### config.mk
export PLATFORM = sky130hd
export DESIGN_NAME = pwm_quad_gen
export DESIGN_NICKNAME = d
export VERILOG_FILES = /design/src/rtl/pwm_quad_pkg.sv /design/src/rtl/pwm_quad_regs.sv /design/src/rtl/pwm_quad_chan.sv /design/src/rtl/pwm_quad_gen.sv
export SDC_FILE = /design/constraint.sdc
export NUM_CORES = 2
export LEC_CHECK = 0
export ABC_AREA = 1
export BUFFER_PORTS_ARGS = -buffer_cell sky130_fd_sc_hd__buf_2
export CAP_MARGIN = 40
export CORE_MARGIN = 3
export CORE_UTILIZATION = 40
export CTS_CLUSTER_DIAMETER = 200
export CTS_CLUSTER_SIZE = 24
export DETAILED_ROUTE_END_ITERATION = 16
export GPL_TIMING_DRIVEN = 0
export HOLD_SLACK_MARGIN = 0.15
export PLACE_DENSITY = 0.51
export SLEW_MARGIN = 20
export SYNTH_ARGS = -nofsm -noshare
export SYNTH_HDL_FRONTEND = slang
export SYNTH_SLANG_ARGS = --single-unit
### constraint.sdc
create_clock -name clk -period 2.6 [get_ports clk]
set_input_delay 0.13 -clock clk [delete_from_list [all_inputs] [get_ports clk]]
set_output_delay 0.13 -clock clk [all_outputs]
set_load 0.05 [all_outputs]
### src/rtl/pwm_quad_pkg.sv
package pwm_quad_pkg;

    localparam int unsigned WORD_W = 32;

    typedef logic [WORD_W-1:0] word_t;

    // One channel setting: period count and high-time count.
    typedef struct packed {
        word_t per;
        word_t hi;
    } pwm_cfg_t;

    // Low word-address bit picks the field inside a channel pair.
    typedef enum logic {
        FLD_HIGH   = 1'b0,
        FLD_PERIOD = 1'b1
    } field_e;

    // True on the last cycle of a period, or on every cycle while idle.
    function automatic logic period_end(input pwm_cfg_t c, input word_t cnt);
        return (c.per == '0) || (cnt == c.per - word_t'(1));
    endfunction

    // Output level for a given position within the period.
    function automatic logic out_level(input pwm_cfg_t c, input word_t cnt);
        return (c.per != '0) && (cnt < c.hi);
    endfunction

endpackage

### src/rtl/pwm_quad_regs.sv
module pwm_quad_regs
    import pwm_quad_pkg::*;
#(
    parameter int unsigned NUM_CH = 4,
    parameter int unsigned ADDR_W = 6
) (
    input  logic                   clk,
    input  logic                   rst,
    input  logic                   bus_sel,
    input  logic                   bus_wr,
    input  logic [ADDR_W-1:0]      bus_waddr,
    input  word_t                  bus_wdata,
    output word_t                  bus_rdata,
    output pwm_cfg_t [NUM_CH-1:0]  shadow_o
);

    localparam int unsigned IDX_W = ADDR_W - 1;
    localparam int unsigned SPAN  = 2 * NUM_CH;

    logic [IDX_W-1:0]      idx;
    field_e                fld;
    logic                  in_range;
    logic                  wr_go;
    pwm_cfg_t [NUM_CH-1:0] shadow_q;

    assign idx      = bus_waddr[ADDR_W-1:1];
    assign fld      = field_e'(bus_waddr[0]);
    assign in_range = 32'(bus_waddr) < 32'(SPAN);
    assign wr_go    = bus_sel && bus_wr && in_range;

    always_ff @(posedge clk) begin
        if (rst) begin
            shadow_q <= '0;
        end else if (wr_go) begin
            for (int c = 0; c < NUM_CH; c++) begin
                if (idx == IDX_W'(c)) begin
                    if (fld == FLD_HIGH) shadow_q[c].hi  <= bus_wdata;
                    else                 shadow_q[c].per <= bus_wdata;
                end
            end
        end
    end

    always_comb begin
        bus_rdata = '0;
        for (int c = 0; c < NUM_CH; c++) begin
            if (in_range && idx == IDX_W'(c)) begin
                bus_rdata = (fld == FLD_PERIOD) ? shadow_q[c].per : shadow_q[c].hi;
            end
        end
    end

    assign shadow_o = shadow_q;

    AST_OOR_WRITE_IGNORED: assert property (@(posedge clk) disable iff (rst)
        (bus_sel && bus_wr && !in_range) |=> $stable(shadow_q));
    AST_OOR_READ_ZERO: assert property (@(posedge clk) disable iff (rst)
        (!in_range) |-> (bus_rdata == '0));
    AST_IDLE_BUS_HOLDS: assert property (@(posedge clk) disable iff (rst)
        (!bus_sel) |=> $stable(shadow_q));

endmodule

### src/rtl/pwm_quad_chan.sv
module pwm_quad_chan
    import pwm_quad_pkg::*;
(
    input  logic     clk,
    input  logic     rst,
    input  pwm_cfg_t shadow_i,
    output logic     pwm_o
);

    pwm_cfg_t act_q;
    word_t    cnt_q;
    logic     wrap;

    assign wrap = period_end(act_q, cnt_q);

    // Load both shadow fields at a period end (every cycle when idle).
    always_ff @(posedge clk) begin
        if (rst) begin
            act_q <= '0;
            cnt_q <= '0;
        end else if (wrap) begin
            act_q <= shadow_i;
            cnt_q <= '0;
        end else begin
            cnt_q <= cnt_q + word_t'(1);
        end
    end

    assign pwm_o = out_level(act_q, cnt_q);

    AST_CNT_BOUND: assert property (@(posedge clk) disable iff (rst)
        (act_q.per != '0) |-> (cnt_q < act_q.per));
    AST_FULL_HIGH: assert property (@(posedge clk) disable iff (rst)
        (act_q.per != '0 && act_q.hi >= act_q.per) |-> pwm_o);
    AST_MIDPERIOD_HOLD: assert property (@(posedge clk) disable iff (rst)
        (act_q.per != '0 && cnt_q != act_q.per - word_t'(1)) |=> $stable(act_q));
    AST_IDLE_QUIET: assert property (@(posedge clk) disable iff (rst)
        (act_q.per == '0) |-> (cnt_q == '0 && !pwm_o));
    AST_IDLE_PICKUP: assert property (@(posedge clk) disable iff (rst)
        (act_q.per == '0) |=> (act_q == $past(shadow_i)));

endmodule

### src/rtl/pwm_quad_gen.sv
module pwm_quad_gen
    import pwm_quad_pkg::*;
#(
    parameter int unsigned NUM_CH = 4,
    parameter int unsigned ADDR_W = 6
) (
    input  logic              clk,
    input  logic              rst,
    input  logic              bus_sel,
    input  logic              bus_wr,
    input  logic [ADDR_W-1:0] bus_waddr,
    input  logic [31:0]       bus_wdata,
    output logic [31:0]       bus_rdata,
    output logic [NUM_CH-1:0] pwm_out
);

    pwm_cfg_t [NUM_CH-1:0] shadow_cfg;

    pwm_quad_regs #(
        .NUM_CH (NUM_CH),
        .ADDR_W (ADDR_W)
    ) regs_i (
        .clk       (clk),
        .rst       (rst),
        .bus_sel   (bus_sel),
        .bus_wr    (bus_wr),
        .bus_waddr (bus_waddr),
        .bus_wdata (bus_wdata),
        .bus_rdata (bus_rdata),
        .shadow_o  (shadow_cfg)
    );

    for (genvar g = 0; g < NUM_CH; g++) begin : g_chan
        pwm_quad_chan chan_i (
            .clk      (clk),
            .rst      (rst),
            .shadow_i (shadow_cfg[g]),
            .pwm_o    (pwm_out[g])
        );
    end

    AST_RESET_QUIET: assert property (@(posedge clk)
        rst |=> (pwm_out == '0));

endmodule

==> out/qor.txt <==
All-Layer GR Usage - 0.272
Asr flop ratio synth - 0
Crit path kind - flop to output port
DR iter-0 viols - 2705
GRT overflow - 0
Maxcap violations - 0
Yosys cell types - 52
H-tree levels - 1
Std cell rows - 109
Vias per inst - 5.21
EDFF count, synth - 0
Largest net degree at the start of global routing - 25
Final hold violation count - 0
Worst-margin pin slew - 1030 ps
Layout Nets - 5800
Min cycle time layout - 2760 ps
FMAX - 0.363 GHz
Clock skew - 20.8 ps
Crit path DAT - 2630 ps
Most area-consuming cells after synthesis - dfxtp_1, nor2_1, nand2_1
Initial antenna violation count - 6
Outcome - finished, violations left
Core ar. - 88600 um^2
Routability Congestion - 0.963
FF+latch area - 13000 um^2
PwrDens - 1090 nW/um^2
CTS tree - done
Clock latency on the worst-skew pair - 680 ps
Routed Wire Length - 134000 um
Crit path capture type - output port
Syn. warnings - 0
Final Max Slew Viols - 0
Top_reg_cell synth - dfxtp_1
Multi-input gate area - 23100 um^2
1st-pass router iterations - 6
Clock sink count - 640
Worst setup SP type - flop
WP data required - 2470 ps
Die area - 93200 um^2
Yosys top cell area share - 0.358
Residual DRC - 0
Starting Density - 0.404
WL/cell - 19.8 um
P_leak - 18.6 nW
Fraction of layout cells with a size suffix above 1 - 0.208
Endpoints failing setup - 201
Most frequent cell after synthesis - nor2_1
Peak supply drop - 0.000862 V
Die Y - 305 um
Syn Area/Cell - 6.72 um^2
Failing checks - setup timing
RSZ-0062 raised after global routing - true
P&R area growth vs syn - 25.3%
Setup TNS - -11690 ps
CTS clk-pin slew, worst paths - 110 ps
Die width - 305 um
Area of placed instances - 37700 um^2
Port Buf Inserts - 77
Mapped Cells - 5331
Crit path max fanout - 6
Dpl hpwl - 100000 um
Commonest cells post-synth - nor2_1, nand2_1, dfxtp_1, inv_1, nand3_1
Num CTS Buffers - 30
I/O Pins - 78
Syn Nets - 5505
HP Class - input port to flop
Slew headroom - 0.316
Post-route ant nets - 0
Seq/Total Area, Yosys - 0.358
Post-route clock period utilization - 1.06
Number of global-route vias before repair - 32700
Via count - 35400
# fillers - 9119
Final Worst Setup Slack - -157 ps
Power, Total - 48.9 mW
Synth area leader - dfxtp_1
Final instance area - 44900 um^2
Area of the mapped netlist - 35800 um^2
Clock buffer depth - 3
Register bit total from synthesis - 640
First-pass GRT wire length - 197000 um
Clk root buf - clkbuf_16
[area by class of cell]
| class | instances | area share |
|---|---|---|
| sequential | 640 | 0.289 |
| inverter | 586 | 0.0492 |
| multi-input combinational | 3868 | 0.515 |
| antenna | 2 | 0.000111 |
| clock buffer | 31 | 0.0173 |
| buffer | 232 | 0.0383 |
| timing repair buffer | 268 | 0.0590 |
| clock inverter | 1 | 0.000195 |
| tap | 1165 | 0.0325 |
[layout by cell type (no fill, tap or decap), types with 22 or more instances in the layout]
cell,netlist,final
a21oi_1,301,218
a21oi_2,60,75
a21oi_4,0,68
a22oi_1,64,64
buf_2,16,82
buf_4,21,92
buf_6,42,51
buf_8,0,41
clkbuf_1,143,120
clkbuf_16,0,53
dfxtp_1,640,566
dfxtp_2,0,53
dlygate4sd3_1,0,34
ha_1,132,110
ha_4,0,22
inv_1,572,552
inv_2,7,25
nand2_1,1031,825
nand2_2,8,138
nand2_4,0,68
nand3_1,326,293
nand3_2,6,28
nand4_1,60,60
nor2_1,1096,956
nor2_2,25,109
nor2_4,9,65
nor3_1,64,59
o21ai_0,301,290
xnor2_1,68,67
xor2_1,134,130
[flip-flops by register name, indices dropped and copies added, names as in the netlist]
signal and flops:
g_chan.chan_i.act_q 256, g_chan.chan_i.cnt_q 128, regs_i.shadow_o 256
[layer usage]
layer  vias to the layer above  GRT usage  part of all wire
met3                       159     0.0481             0.065
met4                         2     0.0650             0.023
met2                       937      0.451              0.46
met5                         -     0.0106            0.0010
met1                     16600      0.368              0.45
li1                      17700          -                 -
[final timing paths]
| path | startpoint | end | slack (ps) | cells past startpoint |
|---|---|---|---|---|
| worst max register to register | g_chan[3].chan_i.act_q[32]$_SDFFE_PP0P_ | g_chan[3].chan_i.act_q[62]$_SDFFE_PP0P_ | -150 | 16 |
| worst max-delay path | g_chan[0].chan_i.act_q[36]$_SDFFE_PP0P_ | pwm_out[0] | -160 | 10 |
| worst min register to register | g_chan[1].chan_i.cnt_q[0]$_SDFF_PP0_ | g_chan[1].chan_i.cnt_q[0]$_SDFF_PP0_ | 470 | 1 |
| worst min-delay path | bus_waddr[0] | regs_i.shadow_o[223]$_SDFFE_PP0P_ | 230 | 5 |
[what timing repair did]
action / CTS / global route
endpoints found under the setup margin: 412 / 415
resized for setup: 518 / 650
setup buffers: 72 / 45
pin swaps: 81 / 214
hold endpoints to repair: 256 / 0
hold buffers: 34 / 0
cloned: 18 / 25
[where the power goes]
group,switching [mW],internal (mW),leakage (nW)
clock,3.46,2.13,0.387
sequential,0.944,10.9,5.22
combinational,18.6,12.9,13.0
total,23.0,25.9,18.6
[critical path, cell delays in order, from the launching register on]
cell      delay, ps
dfxtp_1         320
buf_4           160
nor2_4          110
nand2_2          90
nor2_4          170
nand2_4         100
nor4_4          260
nand3b_1        290
nand3b_1        220
a21oi_2          80
buf_8           170
[cells by family (layout without fill, tap and decap cells)]
group	Yosys count	after routing	share of synthesized area
simple gates	2697	2699	0.313
compound gates	832	832	0.134
buf+inv	825	1118	0.0980
flops	640	640	0.358
xor+xnor	205	205	0.0513
fa+ha+maj	132	132	0.0461
other cells	0	2	0
[per-stage QoR]
step | setup slack, ps | std cells | hold WS (ps) | util
5_1_grt | -283 | 6791 | 273 | 0.506
6_report | -157 | 6793 | 231 | 0.506
4_1_cts | -272 | 6728 | 162 | 0.469
3_5_place_dp | -836 | 6575 | 465 | 0.425
3_3_place_gp | -885 | 6573 | 462 | 0.425
2_1_floorplan | 314 | 5331 | 295 | -
No activity file was read; power rests on OpenSTA's default activity.
